===== src/rtl/dac_pkg.sv =====
package dac_pkg;
    timeunit 1ns;
    timeprecision 1ps;

    localparam int N_SETS = 2;
    localparam int ADDR_W = 3;

    localparam logic [ADDR_W-1:0] ADDR_MATCH0 = 3'd0;
    localparam logic [ADDR_W-1:0] ADDR_CFG0   = 3'd2;
    localparam logic [ADDR_W-1:0] ADDR_CTRL   = 3'd4;
    localparam int               ARM_BIT0    = 2;

    typedef enum logic [1:0] {
        MODE_INDEP  = 2'b00,
        MODE_ENABLE = 2'b01,
        MODE_BLOCK  = 2'b10,
        MODE_RSVD   = 2'b11
    } link_mode_e;

    typedef enum logic [1:0] {
        ACT_NONE   = 2'b00,
        ACT_HIGH   = 2'b01,
        ACT_LOW    = 2'b10,
        ACT_TOGGLE = 2'b11
    } pin_act_e;

    typedef enum logic [1:0] {
        SEQ_FREE,
        SEQ_WAIT_FIRST,
        SEQ_SECOND_OPEN,
        SEQ_SECOND_SHUT
    } seq_state_e;

    // bit 4 edge trigger, bits 3:2 action, bit 1 reached compare, bit 0 time base
    typedef struct packed {
        logic     edge_trig;
        pin_act_e act;
        logic     ge_cmp;
        logic     tb_sel;
    } set_cfg_t;

    function automatic logic apply_act(input logic level, input pin_act_e act);
        logic r;
        unique case (act)
            ACT_NONE:   r = level;
            ACT_HIGH:   r = 1'b1;
            ACT_LOW:    r = 1'b0;
            ACT_TOGGLE: r = ~level;
        endcase
        return r;
    endfunction
endpackage


===== src/rtl/dac_event_set.sv =====
module dac_event_set
    import dac_pkg::*;
#(
    parameter int TB_W = 24
) (
    input  logic            clk,
    input  logic            rst_n,
    input  logic [TB_W-1:0] tb_a,
    input  logic [TB_W-1:0] tb_b,
    input  logic            pin_rise,
    input  logic            gate,
    input  logic            wr_match,
    input  logic            wr_cfg,
    input  logic            arm_req,
    input  logic            flag_clr,
    input  logic [TB_W-1:0] wr_data,
    output logic            fire,
    output logic            armed,
    output logic            flag,
    output logic [TB_W-1:0] capture,
    output pin_act_e        act,
    output logic            tb_sel
);
    timeunit 1ns;
    timeprecision 1ps;

    localparam int CFG_W = $bits(set_cfg_t);

    logic [TB_W-1:0] match_q;
    logic [TB_W-1:0] cap_q;
    logic [TB_W-1:0] tb_now;
    logic [TB_W-1:0] gap;
    set_cfg_t        cfg_q;
    logic            armed_q;
    logic            flag_q;
    logic            reached;
    logic            hit;

    always_comb begin
        tb_now  = cfg_q.tb_sel ? tb_b : tb_a;
        gap     = tb_now - match_q;
        reached = cfg_q.ge_cmp ? ~gap[TB_W-1] : (tb_now == match_q);
        hit     = cfg_q.edge_trig ? pin_rise : reached;
    end

    assign fire = armed_q & gate & hit;

    always_ff @(posedge clk or negedge rst_n) begin
        if (!rst_n) begin
            match_q <= '0;
            cfg_q   <= '0;
            armed_q <= 1'b0;
            flag_q  <= 1'b0;
            cap_q   <= '0;
        end else begin
            if (wr_match) match_q <= wr_data;
            if (wr_cfg)   cfg_q   <= set_cfg_t'(wr_data[CFG_W-1:0]);
            if (arm_req)   armed_q <= 1'b1;
            else if (fire) armed_q <= 1'b0;
            if (fire) begin
                flag_q <= 1'b1;
                cap_q  <= tb_now;
            end else if (flag_clr) begin
                flag_q <= 1'b0;
            end
        end
    end

    assign armed   = armed_q;
    assign flag    = flag_q;
    assign capture = cap_q;
    assign act     = cfg_q.act;
    assign tb_sel  = cfg_q.tb_sel;
endmodule


===== src/rtl/dac_link_seq.sv =====
module dac_link_seq
    import dac_pkg::*;
(
    input  logic       clk,
    input  logic       rst_n,
    input  logic       mode_wr,
    input  link_mode_e mode_in,
    input  logic       fire_first,
    output logic       gate_second,
    output seq_state_e state_o,
    output link_mode_e mode_o
);
    timeunit 1ns;
    timeprecision 1ps;

    seq_state_e state_q;
    seq_state_e state_d;
    link_mode_e mode_q;

    always_ff @(posedge clk or negedge rst_n) begin
        if (!rst_n) state_q <= SEQ_FREE;
        else        state_q <= state_d;
    end

    always_ff @(posedge clk or negedge rst_n) begin
        if (!rst_n)       mode_q <= MODE_INDEP;
        else if (mode_wr) mode_q <= mode_in;
    end

    always_comb begin
        state_d = state_q;
        if (mode_wr) begin
            state_d = (mode_in == MODE_ENABLE || mode_in == MODE_BLOCK)
                      ? SEQ_WAIT_FIRST : SEQ_FREE;
        end else begin
            unique case (state_q)
                SEQ_FREE:        state_d = SEQ_FREE;
                SEQ_WAIT_FIRST:  if (fire_first)
                                     state_d = (mode_q == MODE_ENABLE)
                                               ? SEQ_SECOND_OPEN : SEQ_SECOND_SHUT;
                SEQ_SECOND_OPEN: state_d = SEQ_SECOND_OPEN;
                SEQ_SECOND_SHUT: state_d = SEQ_SECOND_SHUT;
            endcase
        end
    end

    always_comb begin
        unique case (state_q)
            SEQ_FREE:        gate_second = 1'b1;
            SEQ_WAIT_FIRST:  gate_second = (mode_q == MODE_BLOCK) && !fire_first;
            SEQ_SECOND_OPEN: gate_second = 1'b1;
            SEQ_SECOND_SHUT: gate_second = 1'b0;
        endcase
    end

    assign state_o = state_q;
    assign mode_o  = mode_q;
endmodule


===== src/rtl/dac_pin_drive.sv =====
module dac_pin_drive
    import dac_pkg::*;
(
    input  logic     clk,
    input  logic     rst_n,
    input  logic     pin_in,
    input  logic     fire_first,
    input  logic     fire_second,
    input  pin_act_e act_first,
    input  pin_act_e act_second,
    output logic     pin_rise,
    output logic     pin_out
);
    timeunit 1ns;
    timeprecision 1ps;

    logic pin_in_q;
    logic level_q;
    logic level_d;

    assign pin_rise = pin_in & ~pin_in_q;

    always_comb begin
        level_d = level_q;
        if (fire_first)  level_d = apply_act(level_d, act_first);
        if (fire_second) level_d = apply_act(level_d, act_second);
    end

    always_ff @(posedge clk or negedge rst_n) begin
        if (!rst_n) begin
            pin_in_q <= 1'b0;
            level_q  <= 1'b0;
        end else begin
            pin_in_q <= pin_in;
            level_q  <= level_d;
        end
    end

    assign pin_out = level_q;
endmodule


===== src/rtl/dual_event_channel.sv =====
module dual_event_channel
    import dac_pkg::*;
#(
    parameter int TB_W = 24
) (
    input  logic              clk,
    input  logic              rst_n,
    input  logic [TB_W-1:0]   tb_a,
    input  logic [TB_W-1:0]   tb_b,
    input  logic              pin_in,
    output logic              pin_out,
    input  logic              wr_en,
    input  logic [ADDR_W-1:0] wr_addr,
    input  logic [TB_W-1:0]   wr_data,
    input  logic [1:0]        flag_clr,
    output logic [1:0]        event_flag,
    output logic [TB_W-1:0]   cap_first,
    output logic [TB_W-1:0]   cap_second
);
    timeunit 1ns;
    timeprecision 1ps;

    logic [N_SETS-1:0] fire;
    logic [N_SETS-1:0] armed;
    logic [N_SETS-1:0] gate;
    logic [N_SETS-1:0] wr_match;
    logic [N_SETS-1:0] wr_cfg;
    logic [N_SETS-1:0] arm_req;
    logic [N_SETS-1:0] tb_sel;
    logic [TB_W-1:0]   cap_q [N_SETS];
    pin_act_e          act   [N_SETS];
    logic              mode_wr;
    logic              pin_rise;
    logic              gate_second;
    seq_state_e        seq_state;
    link_mode_e        seq_mode;

    assign mode_wr = wr_en && (wr_addr == ADDR_CTRL);
    assign gate    = {gate_second, 1'b1};

    for (genvar g = 0; g < N_SETS; g++) begin : g_set
        assign wr_match[g] = wr_en && (wr_addr == ADDR_MATCH0 + ADDR_W'(g));
        assign wr_cfg[g]   = wr_en && (wr_addr == ADDR_CFG0 + ADDR_W'(g));
        assign arm_req[g]  = mode_wr && wr_data[ARM_BIT0 + g];

        dac_event_set #(.TB_W(TB_W)) u_set (
            .clk      (clk),
            .rst_n    (rst_n),
            .tb_a     (tb_a),
            .tb_b     (tb_b),
            .pin_rise (pin_rise),
            .gate     (gate[g]),
            .wr_match (wr_match[g]),
            .wr_cfg   (wr_cfg[g]),
            .arm_req  (arm_req[g]),
            .flag_clr (flag_clr[g]),
            .wr_data  (wr_data),
            .fire     (fire[g]),
            .armed    (armed[g]),
            .flag     (event_flag[g]),
            .capture  (cap_q[g]),
            .act      (act[g]),
            .tb_sel   (tb_sel[g])
        );
    end

    dac_link_seq u_seq (
        .clk         (clk),
        .rst_n       (rst_n),
        .mode_wr     (mode_wr),
        .mode_in     (link_mode_e'(wr_data[1:0])),
        .fire_first  (fire[0]),
        .gate_second (gate_second),
        .state_o     (seq_state),
        .mode_o      (seq_mode)
    );

    dac_pin_drive u_pin (
        .clk         (clk),
        .rst_n       (rst_n),
        .pin_in      (pin_in),
        .fire_first  (fire[0]),
        .fire_second (fire[1]),
        .act_first   (act[0]),
        .act_second  (act[1]),
        .pin_rise    (pin_rise),
        .pin_out     (pin_out)
    );

    assign cap_first  = cap_q[0];
    assign cap_second = cap_q[1];
endmodule


===== config.mk =====
export PLATFORM = sky130hd
export DESIGN_NAME = dual_event_channel
export DESIGN_NICKNAME = d
export VERILOG_FILES = /design/src/rtl/dac_pkg.sv /design/src/rtl/dac_event_set.sv /design/src/rtl/dac_link_seq.sv /design/src/rtl/dac_pin_drive.sv /design/src/rtl/dual_event_channel.sv
export SDC_FILE = /design/constraint.sdc
export NUM_CORES = 1
export LEC_CHECK = 0
export ABC_AREA = 1
export CORE_MARGIN = 8
export CORE_UTILIZATION = 40
export DETAILED_ROUTE_END_ITERATION = 6
export GPL_ROUTABILITY_DRIVEN = 1
export PLACE_DENSITY = 0.67
export SLEW_MARGIN = 0
export SYNTH_ARGS = -nofsm -noshare
export SYNTH_HDL_FRONTEND = slang
export SYNTH_SLANG_ARGS = --single-unit
export TNS_END_PERCENT = 30

===== constraint.sdc =====
create_clock -name clk -period 2.5 [get_ports clk]
set_input_delay 0.375 -clock clk [delete_from_list [all_inputs] [get_ports clk]]
set_output_delay 0.375 -clock clk [all_outputs]
set_load 0.01 [all_outputs]

Yosys cells after proc, flatten, opt, wreduce, memory -nomap -nowiden --
Index checks and enable logic that the tools add are counted.
Word-level totals: bits of input ports 81, bits in latches 0, memories kept 0, output and inout port bits 51, ROM bits 0, RAM bits 0, bits in registers 116, logic and storage cells 94
Operators by class: equal/unequal tests 20, muxes and demuxes 24, magnitude comparators 0, bitwise gates (word level) 9, add/sub/neg operators 2, $mul 0, div/mod/pow operators 0, reductions and logical operators 19, shift operators 0
Operators with widths (count):
- $eq 24x24->1 | 2
- $mux 24 | 2
- $sub 24x24->24 | 2
- $eq 2x2->1 const B | 8
- $mux 1 | 16
- $eq 2x1->1 const B | 5
- $logic_and 1x1->1 | 8
- $pmux 1 s4 | 2
- $pmux 2 s4 | 1
- $reduce_bool 2->1 | 4
- $eq 3x2->1 const B | 2
- $logic_not 2->1 | 3
- $not 1->1 | 5
- $and 1x1->1 | 4
- $mux 2 | 2
- $eq 3x1->1 const B | 1
- $eq 3x3->1 const B | 1
- $logic_not 3->1 | 1
- $ne 3x2->1 const B | 1
- $pmux 1 s3 | 1
- $reduce_or 2->1 | 1
- $logic_not 1->1 | 1
- $logic_or 1x1->1 | 1

Logic depth before layout (Yosys ltp) --
Gate-level depths: netlist of run 1.
word-level depth 13, depth in mapped cells 25, depth with buffers taken out 22

Cells and area by module --
From an unflattened synthesis of run 1, not the netlist that was laid out.
Unflattened totals: cells, all modules 878, area, all modules 6691.4 um^2
Modules (own cells, without submodules):
- dac_event_set (g_set[1].u_set) | area each 3204.3 um^2, cells an instance 412, times used 1, sequential area each 1376.3 um^2
- dac_event_set (g_set[0].u_set) | area each 3105.5 um^2, cells an instance 404, times used 1, sequential area each 1376.3 um^2
- dac_link_seq | area each 196.4 um^2, cells an instance 28, times used 1, sequential area each 100.1 um^2
- dac_pin_drive | area each 107.6 um^2, cells an instance 16, times used 1, sequential area each 50.0 um^2
- dual_event_channel | area each 77.6 um^2, cells an instance 18, times used 1, sequential area each 0.0 um^2

Least setup slack after synthesis of run 1 --
OpenSTA, ideal clock, no wires.
path kind reg-to-reg, start point register g_set[0].u_set.cfg_q, in the netlist g_set[0].u_set.tb_sel, end point register g_set[1].u_set.cap_q[23], path buffers 4, library setup time 117 ps, setup slack -233 ps, period minus slack after synthesis 2733 ps, required time 2383 ps, cell stages (with the launch flop) 22, arrival 2616 ps, path through dfrtp_1 clkbuf_1 clkbuf_1 o21ai_0 ha_1 nand2_1 nor2_2 nand2_1 nor2_1 nand2_1 nand4_1 nand3_1 nand2_1 nand2_2 nand2_2 nand2_1 nand2_1 nand2_2 buf_6 buf_12 nand2_2 nand2_1
On the way: longest elaborated chain between the ends 11, elaborated cells on any way between the ends 12, those cells by class 1 x add/sub; 1 x eq/ne; 4 x mux; 4 x bitwise; 2 x reduce/logical
RTL lines:
- start: declaration | RTL line dac_event_set.sv:33 | set_cfg_t cfg_q;
- start signal: assignment | RTL line dac_event_set.sv:57 | if (wr_cfg) cfg_q <= set_cfg_t'(wr_data[CFG_W-1:0]);
- $mux 24 * | RTL line dac_event_set.sv:40 | tb_now = cfg_q.tb_sel ? tb_b : tb_a;
- named net g_set[0].u_set.tb_now[22] | RTL line dac_event_set.sv:31 | logic [TB_W-1:0] tb_now;
- $sub 24x24->24 | RTL line dac_event_set.sv:41 | gap = tb_now - match_q;
- $not 1->1 | RTL line dac_event_set.sv:42 | reached = cfg_q.ge_cmp ? ~gap[TB_W-1] : (tb_now == match_q);
- $mux 1 * | RTL line dac_event_set.sv:42
- $mux 1 * | RTL line dac_event_set.sv:43 | hit = cfg_q.edge_trig ? pin_rise : reached;
- $and 1x1->1 * | RTL line dac_event_set.sv:46 | assign fire = armed_q & gate & hit;
- $logic_not 1->1 * | RTL line dac_link_seq.sv:50 | SEQ_WAIT_FIRST: gate_second = (mode_q == MODE_BLOCK) && !fire_first;
- $logic_and 1x1->1 * | RTL line dac_link_seq.sv:50
- $pmux 1 s3 * | RTL line dac_link_seq.sv:48 | unique case (state_q)
- $and 1x1->1 * (2 in series) | RTL line dac_event_set.sv:46
- end signal: assignment | RTL line dac_event_set.sv:62 | cap_q <= tb_now;
- end: declaration | RTL line dac_event_set.sv:30 | logic [TB_W-1:0] cap_q;
The timed path passes the listed nets; every way through them passes the cells marked *. A chain may end at the register's enable or synchronous reset.

Final worst setup path of run 1 --
start point register g_set[0].u_set.cfg_q, in the netlist g_set[0].u_set.tb_sel, end point register g_set[1].u_set.cap_q[7]
The elaborated chain is that of the path after synthesis.

==> metrics.md, run 1 <==
| Metric | Value |
|---|---|
| Final weighted congestion in routability-driven placement | between 0.8 and 0.9 |
| DR pass1 iterations | 5 |
| Pins Over Slew Limit | 0 |
| Setup Total Neg Slack | -13.39 ns |
| Lkg Pwr | 4.84 nW |
| Area of the multi-input gates | 0.00318 mm² |
| Hold Path Class | in2async |
| Post-synthesis sequential area ratio | 45.7% |
| Total Wirelength | 19.8 mm |
| Layout area overhead | 51.3% |
| Compound-Gate Fraction of Synth Area | 11.5% |
| Unique masters post-synth | 32 |
| Main synth FF type | dfrtp_1 |
| Comb power frac | 41.6% |
| Num CTS Buffers | 17 |
| Simple logic cell fraction of the synthesized area | about a quarter |
| RSZ-0062 raised after global routing | true |
| EDFF count, synth | 0 |
| Critical path type | reg2reg |
| I/O Pins | 132 |
| Die area | 0.0202 mm² |
| Commonest non-fill, non-tap cells in the layout | nand2_1, clkdlybuf4s50_1, inv_1 |
| Clock latency on the worst-skew pair | 0.41 ns |
| Synth top area cells | dfrtp_1, nand2_1, ha_1 |
| Syn_nets | 957 |
| XOR/XNOR share of the synthesized area | 0.414% |
| Final-report hold violation count | 0 |
| Least-Margin Pin Slew | 0.483 ns |
| Final worst slack | -0.338 ns |
| Average size of a mapped cell | 7.65 µm² |
| Largest family of logic cells by synthesized area | simple AND/OR/NAND/NOR gates |
| DRC | 0 |
| Die Width | 142 µm |
| Peak supply drop | between 0.5 and 0.6 mV |
| Synth top area share | 45.7% |
| Number of global-route vias before repair | 5858 |
| Total power | 8.98 mW |
| Flop pwr share | 31.6% |
| Clock transition at path regs | about 0.06 ns |
| Most common cell after layout, fill and taps aside | nand2_1 |
| Core area | around 0.016 mm² |
| Overflow after GRT | 0 |
| FF+latch count, synth | 116 |
| Yosys warns | 0 |
| CTS Sinks | 116 |
| Routed Antenna Nets | 0 |
| Die height | around 140 µm |
| Switch Pwr | 3.05 mW |
| Drt wl/cell | 15.6 µm |
| First-pass GRT wire length | about 30 mm |
| CTS tree | done |
| Storage element area | about 0.0029 mm² |
| Rows | 46 |
| Initial DRC count | 445 |
| Clk network pwr share | 26.8% |
| Initial antenna violation count | 0 |
| CP Capture Type | flop |
| Worst Path Required | 2.80 ns |
| Final Util | roughly three fifths |
| Diodes inserted | 0 |
| Power Dens Cells | 935 mW/mm² |
| Max Cap Violations | 0 |
| Fin crit share | 114% |
| Largest net degree at the start of global routing | 51 |
| CTS Root Buffer Type | clkbuf_16 |
| Fill cell count | 1335 |
| Clock buffer depth | 2 |
| Startpoint type of the worst setup path | flop |
| # setup viols final | 55 |
| CP Max Fanout | 8 |
| Adder-cell share of the synthesized area | 9.06% |
| Largest area contributor in the netlist | dfrtp_1 |
| Async S/R FF share, synth | between 90% and 100% |
| Nets | 1167 |
| Port Buffer Count | 131 |
| Avg Vias per Cell | about 4.8 |
| Status | finished, violations left |
| Initial Utilization | between 40% and 50% |
| Max-slew headroom | 67.5% |
| Post-synthesis cell count | 830 |
| Setup Skew | 0.00726 ns |
| Global Route Usage Sum | 19.3% |
| Vias post-DR | roughly 6k |
| Layout cells sized above 1 | 19.9% |
| Crit path DAT | roughly 3.1 ns |
| Minimum clock period | 2.84 ns |
| Int Power | 5.93 mW |
| Multiplexer share of the synthesized area | 0% |
| DP HPWL | 14.3 mm |
| Net Sw Frac | roughly a third |
| Failing checks | setup timing |
| FMAX | around 350 MHz |
| Synthesized area | 0.00635 mm² |
| Htree depth | 4 |
## synth_stat cells (all sizes together), types with 4 or more instances
cell,count
a21oi,17
buf,12
clkbuf,20
dfrtp,116
ha,46
inv,125
nand2,318
nand3,16
nand3b,4
nand4,8
nor2,15
nor3,4
o21ai,116
## registers in the layout, summed over array words and instances (netlist names)
| signal | cells |
|---|---|
| g_set.u_set.cfg_q | 4 |
| u_pin.pin_out | 1 |
| u_seq.state_o | 2 |
| g_set.u_set.flag | 2 |
| u_pin.pin_in_q | 1 |
| g_set.u_set.capture | 48 |
| g_set.u_set.armed | 2 |
| g_set.u_set.act | 4 |
| g_set.u_set.tb_sel | 2 |
| u_seq.mode_o | 2 |
| g_set.u_set.match_q | 48 |
## kinds of logic (layout without fill, tap and decap cells)
group | after synthesis | count (layout)
AO/OA/AOI/OAI | 141 | 141
buffers and inverters | 157 | 379
flip-flops | 116 | 116
AND/OR/NAND/NOR | 367 | 367
XOR/XNOR | 3 | 3
adder cells (fa/ha/maj) | 46 | 46
## metal layers
metal | global-route usage, % | vias up | part of all wire, %
met2 | 30.0 | 177 | 47
met1 | 26.0 | 2826 | 46
li1 | - | 3044 | -
met5 | 0 | - | 0
met4 | 7.29 | 0 | 1.8
met3 | 3.82 | 24 | 5.7
## worst max-delay path, cell delays in order (launching register included)
cell and delay (ns):
dfrtp_2 0.50, clkbuf_16 0.21, o21ai_2 0.17, buf_4 0.16
ha_4 0.20, nand2_4 0.07, nor2_4 0.05, buf_4 0.13
a21oi_2 0.17, nand4_1 0.12, nand3_1 0.09, nand2_1 0.06
nand2_2 0.10, nand2_4 0.07, nand2_4 0.06, nand2_4 0.06
nand2_8 0.14, clkinv_8 0.08, clkbuf_16 0.16, nand2_2 0.06
nand2_1 0.05
## layout make-up
cell class,instances,area share (%)
clock inverter,11,1.41
timing repair buffer,223,22.8
sequential,116,30.2
inverter,125,5.04
clock buffer,20,4.65
multi-input combinational,557,33.1
tap,216,2.81
## path summary, 6_finish.rpt
kind / start / end / slack (ns) / depth (start not counted)
max: g_set[0].u_set.tb_sel / g_set[1].u_set.capture[7] / -0.34 / 20
max in group asynchronous: rst_n / g_set[0].u_set.tb_sel / 1.22 / 3
max reg2reg: g_set[0].u_set.tb_sel / g_set[1].u_set.capture[7] / -0.34 / 20
min in group clk: g_set[0].u_set.capture[3] / g_set[0].u_set.capture[3] / 0.47 / 2
min: rst_n / g_set[0].u_set.match_q[12] / 0.45 / 2
min reg2reg: g_set[0].u_set.capture[3] / g_set[0].u_set.capture[3] / 0.47 / 2
## power by group through the flow
stage | registers [mW] | logic [mW] | clock network, mW
global route | 2.92 | 4.11 | 2.51
finish | 2.84 | 3.73 | 2.40
global placement | 2.83 | 3.23 | 0
floorplan | 2.93 | 1.50 | 0
detailed placement | 2.84 | 3.28 | 0
CTS | 2.82 | 3.42 | 2.44
## what timing repair did
| action | CTS | global route |
|---|---|---|
| setup endpoints to repair | 55 | 55 |
| cloned | 1 | 6 |
| buffers inserted | 1 | 5 |
| pin swaps | 0 | 26 |
| gates resized for setup | 32 | 75 |
| endpoints found under the hold margin | 32 | 0 |
| hold buffers | 1 | 0 |
## metrics by stage
step	hold slack [ns]	instance area, µm²	worst slack [ns]	instances
final	0.451	9610	-0.338	1268
after global routing	0.483	9610	-0.444	1268
after global placement	0.348	8440	-0.508	1224
after floorplan	0.0794	6400	0.000542	830
after detailed placement	0.352	8440	-0.536	1224
after CTS	0.449	9190	-0.233	1258
Power figures use the tool's default switching activity.
==> run 2: changes to the inputs <==
--- a/config.mk
+++ b/config.mk
@@ -6,7 +6,7 @@
 export NUM_CORES = 1
 export LEC_CHECK = 0
 export ABC_AREA = 1
-export CORE_MARGIN = 8
+export CORE_MARGIN = 2
 export CORE_UTILIZATION = 40
 export DETAILED_ROUTE_END_ITERATION = 6
 export GPL_ROUTABILITY_DRIVEN = 1
==> run 2 against run 1 <==
Effect of this change: the flow still finishes with violations (setup timing); sequential cell count unchanged; die area decreased by 16%; final area increased by 2.2%; first-iteration DRC count increased by 5.2%.
==> metrics.md, run 2 (synthesized netlist as in run 1, its figures left out) <==
| Metric | Value |
|---|---|
| Initial DRC count | ~470 |
| Minimum clock period | 2.86 ns |
| Clock latency on the worst-skew pair | 0.42 ns |
| DR pass1 iterations | 6 |
| Layout area overhead | 54.6% |
| Final worst slack | -0.360 ns |
| Commonest non-fill, non-tap cells in the layout | nand2_1, clkdlybuf4s50_1, inv_1 |
| Slowest-stage cell, CP | dfrtp_2 |
| Most common cell after layout, fill and taps aside | nand2_1 |
| CTS Root Buffer Type | clkbuf_16 |
| Diodes inserted | 0 |
| Delay of the slowest critical-path stage | 0.48 ns |
| Vias post-DR | 6166 |
| Hold Path Class | in2async |
| DRC | 0 |
| Crit path DAT | 3.16 ns |
| Startpoint type of the worst setup path | flop |
| DP HPWL | 13.8 mm |
| Setup Skew | 0.00695 ns |
| Final weighted congestion in routability-driven placement | 0.879 |
| Hold WS | 0.449 ns |
| Port Buffer Count | 131 |
| Status | finished, violations left |
| Number of global-route vias before repair | between 5k and 6k |
| Die area | around 0.017 mm² |
| Least-Margin Pin Slew | between 0.4 and 0.5 ns |
| CP dominant cell by count | nand2_1 |
| Rows | 46 |
| Clock buffer depth | 2 |
| Die height | around 130 µm |
| Largest net degree at the start of global routing | 52 |
| Area of the multi-input gates | 0.00326 mm² |
| Overflow after GRT | 0 |
| Worst Path Required | around 2.8 ns |
| Max-slew headroom | 68.5% |
| First-pass GRT wire length | 28.9 mm |
| CP Capture Type | flop |
| Core area | 0.0157 mm² |
| Avg Vias per Cell | 4.82 |
| Power Dens Cells | 923 mW/mm² |
| Final-report hold violation count | 0 |
| Post-Place Worst Slack | -0.512 ns |
| Nets | between 1k and 1.5k |
| Peak supply drop | 0.592 mV |
| Total Wirelength | 19.6 mm |
| Max Cap Violations | 0 |
| # setup viols final | 53 |
| Drt wl/cell | 15.3 µm |
| Worst Path Buf+Inv | 6 |
| Lkg Pwr | 4.90 nW |
| Initial Utilization | ~40% |
| RSZ-0062 raised after global routing | true |
| Critical path type | reg2reg |
| Final Non-Filler Cells | between 1k and 1.5k |
| Fill cell count | 1293 |
| Routed Antenna Nets | 0 |
| Storage element area | between 0.002 and 0.003 mm² |
| Die Width | 130 µm |
| FMAX | 350 MHz |
| Num CTS Buffers | 17 |
| Pins Over Slew Limit | 0 |
| Layout cells sized above 1 | 22.4% |
| Final Util | 62.5% |
| Dpl cells | about 1.2k |
| CTS tree | done |
| Clock transition at path regs | 0.06 ns |
| Htree depth | 4 |
| Global Route Usage Sum | roughly 22% |
| Critical path, cell by cell | buf_12 -> buf_6 -> nand2_1 -> o21ai_1 -> buf_4 -> ha_1 -> and3_4 -> nand2_2 -> a31oi_1 -> nor2_1 -> nand4_1 -> nand3b_1 -> nand2_1 -> inv_2 -> nand2_4 -> inv_6 -> clkbuf_16 -> nand2_1 -> nand2_1 |
| Crit path max-delay family | simple AND/OR/NAND/NOR gates |
| Total power | around 9.1 mW |
| CTS Sinks | between 100 and 150 |
| Fin crit share | 114% |
| Initial antenna violation count | 0 |
| I/O Pins | 132 |
| CP Max Fanout | 7 |
| Failing checks | setup timing |
| Reg2reg setup slack | -0.36 ns |
[run 2: changes by cell type in the layout (fill, tap and decap cells not counted), moves of 3 or more]
cell / change
ha_1: -5
buf_8: +3
nand2_1: -3
nand2_2: +7
clkinvlp_4: +5
o21ai_1: +5
nand2_4: -3
ha_4: +5
clkinv_2: -4
o21ai_2: +11
buf_4: +4
o21ai_0: -17
[run 2: metrics by stage]
| step | cell area [µm²] | TNS (ns) |
|---|---|---|
| after floorplan | 6400 | 0 |
| after CTS | 9350 | -6.55 |
| after detailed placement | 8500 | -24.77 |
| after global routing | 9820 | -21.66 |
| after global placement | 8500 | -21.64 |
| final | 9820 | -12.44 |
[run 2: path summary, 6_finish.rpt]
check,start,cells past startpoint,endpoint
max in group asynchronous,rst_n,3,g_set[1].u_set.tb_sel
min in group clk,g_set[0].u_set.capture[11],2,g_set[0].u_set.capture[11]
worst max-delay path,g_set[1].u_set.tb_sel,19,g_set[1].u_set.capture[15]
worst min register to register,g_set[0].u_set.capture[11],2,g_set[0].u_set.capture[11]
worst max register to register,g_set[1].u_set.tb_sel,19,g_set[1].u_set.capture[15]
worst min-delay path,rst_n,2,g_set[0].u_set.capture[1]
[run 2: layout make-up]
cell class                 instances  share of cell area [%]
clock inverter                    12                    1.34
clock buffer                      20                    4.65
multi-input combinational        557                    33.2
timing repair buffer             232                    23.7
inverter                         125                    4.83
sequential                       116                    29.6
tap                              216                    2.75
[run 2: worst register-to-register path, stage by stage (launching register included)]
cell       delay (ns)
dfrtp_2          0.48
buf_12           0.17
buf_6            0.12
nand2_1          0.05
o21ai_1          0.07
buf_4            0.15
ha_1             0.27
and3_4           0.19
nand2_2          0.07
a31oi_1          0.24
nor2_1           0.11
nand4_1          0.11
nand3b_1         0.09
nand2_1          0.08
inv_2            0.04
nand2_4          0.13
inv_6            0.07
clkbuf_16        0.16
nand2_1          0.07
nand2_1          0.07
[run 2: timing repair]
action | 4_1_cts | 5_1_grt
gates cloned | 0 | 6
hold buffers | 1 | 0
endpoints found under the setup margin | 53 | 55
endpoints found under the hold margin | 31 | 0
resized for setup | 59 | 81
setup buffers | 7 | 7
pin swaps | 14 | 33
[run 2: power by group]
| group | internal (mW) | switching [mW] | leakage [nW] |
|---|---|---|---|
| combinational | 1.98 | 1.84 | 3.17 |
| clock | 1.51 | 0.882 | 0.266 |
| sequential | 2.46 | 0.394 | 1.46 |
[run 2: per-layer routing]
metal  routed length [µm]  share of wire [%]  vias up  global-route usage [%]
met4                  388                2.0        0                    9.23
met1                 8930                 46     2869                    32.6
li1                     -                  -     3061                       -
met3                 1130                5.8       26                    3.98
met2                 9140                 47      210                    33.3
met5                    0                  0        -                       0
==> run 3: changes to the inputs <==
--- a/config.mk
+++ b/config.mk
@@ -10,7 +10,7 @@
 export CORE_UTILIZATION = 40
 export DETAILED_ROUTE_END_ITERATION = 6
 export GPL_ROUTABILITY_DRIVEN = 1
-export PLACE_DENSITY = 0.67
+export HOLD_SLACK_MARGIN = 0.02
 export SLEW_MARGIN = 0
 export SYNTH_ARGS = -nofsm -noshare
 export SYNTH_HDL_FRONTEND = slang
==> constraint.sdc (replaced) <==
create_clock -name clk -period 3.35 [get_ports clk]
set_input_delay 0.5025 -clock clk [delete_from_list [all_inputs] [get_ports clk]]
set_output_delay 0.5025 -clock clk [all_outputs]
set_load 0.01 [all_outputs]
==> run 3 against run 2 <==
Effect of this change: the run now ends clean; clock skew rose by 0.0017 ns; global-route usage fell by 0.71 points; non-clock buffer count shrank 66; sequential power shrank 26%.
==> metrics.md, run 3 (synthesized netlist as in run 1, its figures left out) <==
| Metric | Value |
|---|---|
| Hold Path Class | in2async |
| CTS hold repair buffers | 0 |
| Minimum clock period | 2.82 ns |
| Clock buffer depth | 2 |
| Post-Place Worst Slack | 0.102 ns |
| DP HPWL | 13.4 mm |
| Layout cells sized above 1 | 8.15% |
| Startpoint type of the worst setup path | flop |
| Num CTS Buffers | 17 |
| First-pass GRT wire length | around 27 mm |
| Htree depth | 4 |
| Total Wirelength | 17.3 mm |
| Final worst slack | 0.535 ns |
| Resized cells post-CTS | 0 |
| Critical path type | reg2reg |
| Die area | 0.0169 mm² |
| Fin crit share | a little over four fifths |
| Number of global-route vias before repair | roughly 5k |
| Final weighted congestion in routability-driven placement | between 0.8 and 0.9 |
| Die height | 130 µm |
| Port Buffer Count | around 130 |
| Commonest non-fill, non-tap cells in the layout | nand2_1, clkdlybuf4s50_1, inv_1 |
| FMAX | 355 MHz |
| Hold WS | between 0.1 and 0.15 ns |
| Layout area overhead | 36.9% |
| CTS tree | done |
| Nets | 1110 |
| Vias post-DR | 5658 |
| Power Dens Cells | 723 mW/mm² |
| Least-Margin Pin Slew | roughly 0.75 ns |
| Initial DRC count | 454 |
| Core area | 0.0157 mm² |
| Status | finished, final reports clean |
| Drt wl/cell | 14.3 µm |
| CP Capture Type | flop |
| Fill cell count | 1488 |
| Setup Skew | 0.00867 ns |
| # setup viols final | 0 |
| Pins Over Slew Limit | 0 |
| Setup Total Neg Slack | 0 ns |
| Largest net degree at the start of global routing | 61 |
| Most common cell after layout, fill and taps aside | nand2_1 |
| Avg Vias per Cell | approximately 4.7 |
| CTS Root Buffer Type | clkbuf_16 |
| Lkg Pwr | 4.44 nW |
| CP Max Fanout | 48 |
| Die Width | 130 µm |
| Crit path DAT | 3.12 ns |
| CTS Sinks | 116 |
| DRC | 0 |
| Max-slew headroom | 50.3% |
| Postcts setup bufs | 0 |
| RSZ-0062 raised after global routing | false |
| Clock transition at path regs | 0.05 ns |
| Routed Antenna Nets | 0 |
| Diodes inserted | 0 |
| Overflow after GRT | 0 |
| DR pass1 iterations | 5 |
| Initial antenna violation count | 0 |
| Initial Utilization | 40.4% |
| Global Route Usage Sum | 21.8% |
| Peak supply drop | 0.364 mV |
| Final-report hold violation count | 0 |
| Rows | 46 |
| I/O Pins | 132 |
| Max Cap Violations | 0 |
| Clock latency on the worst-skew pair | 0.42 ns |
| Worst Path Required | ~3.7 ns |
run 3: critical path, stage by stage, from the launching register on:
cell     delay [ns]
dfrtp_1        0.40
buf_12         0.19
nand2_1        0.08
o21ai_0        0.07
buf_4          0.16
ha_1           0.27
nand2_1        0.06
inv_1          0.12
nand3_1        0.10
nor3b_1        0.20
nand4_1        0.10
a21oi_1        0.14
nand2_1        0.08
nand2_2        0.08
nand2_2        0.07
nand2_1        0.06
nand2_1        0.06
nand2_2        0.12
inv_2          0.06
buf_12         0.15
nand2_1        0.07
nand2_1        0.05
run 3: routing by layer:
metal  wire length (µm)  part of all wire [%]  global-route usage [%]  up-vias
li1                   -                     -                       -     2916
met1               8980                    52                    33.6     2570
met2               7210                    42                    30.7      155
met3                877                   5.1                    4.06       17
met4                257                   1.5                    6.83        0
met5                  0                     0                       0        -
run 3: worst paths after layout:
kind	startpoint	to	slack (ns)	cells after the start
setup reg to reg	g_set[0].u_set.tb_sel	g_set[1].u_set.capture[16]	0.53	21
hold reg to reg	g_set[0].u_set.capture[4]	g_set[0].u_set.capture[4]	0.47	2
max in group asynchronous	rst_n	g_set[0].u_set.match_q[13]	2.43	2
min in group clk	g_set[0].u_set.capture[4]	g_set[0].u_set.capture[4]	0.47	2
hold / removal	rst_n	g_set[0].u_set.capture[3]	0.14	1
setup / recovery	g_set[0].u_set.tb_sel	g_set[1].u_set.capture[16]	0.53	21
run 3: per-stage QoR:
stage | instance area [µm²] | total power, mW | utilization [%] | instances
floorplan | 6350 | 3.27 | - | 830
global placement | 8070 | 4.36 | 51.4 | 1180
detailed placement | 8070 | 4.39 | 51.4 | 1180
CTS | 8700 | 6.34 | 55.3 | 1210
global route | 8700 | 6.74 | 55.3 | 1210
finish | 8700 | 6.29 | 55.3 | 1210
run 3: cell type report:
type / count / area, µm² / area share [%]
well taps: 216 / 270 / 3.11
inverters: 125 / 469 / 5.40
repair buffers: 166 / 1620 / 18.6
multi-input cells: 557 / 2810 / 32.3
flip-flops and latches: 116 / 2900 / 33.4
clock buffers: 21 / 470 / 5.41
clock inverters: 9 / 153 / 1.76
run 3: power by group:
group	total (mW)	leakage, nW	internal, mW	switching, mW
clock	1.92	0.297	1.29	0.628
combinational	2.26	2.68	1.11	1.15
sequential	2.11	1.46	1.83	0.278
total	6.29	4.44	4.23	2.05
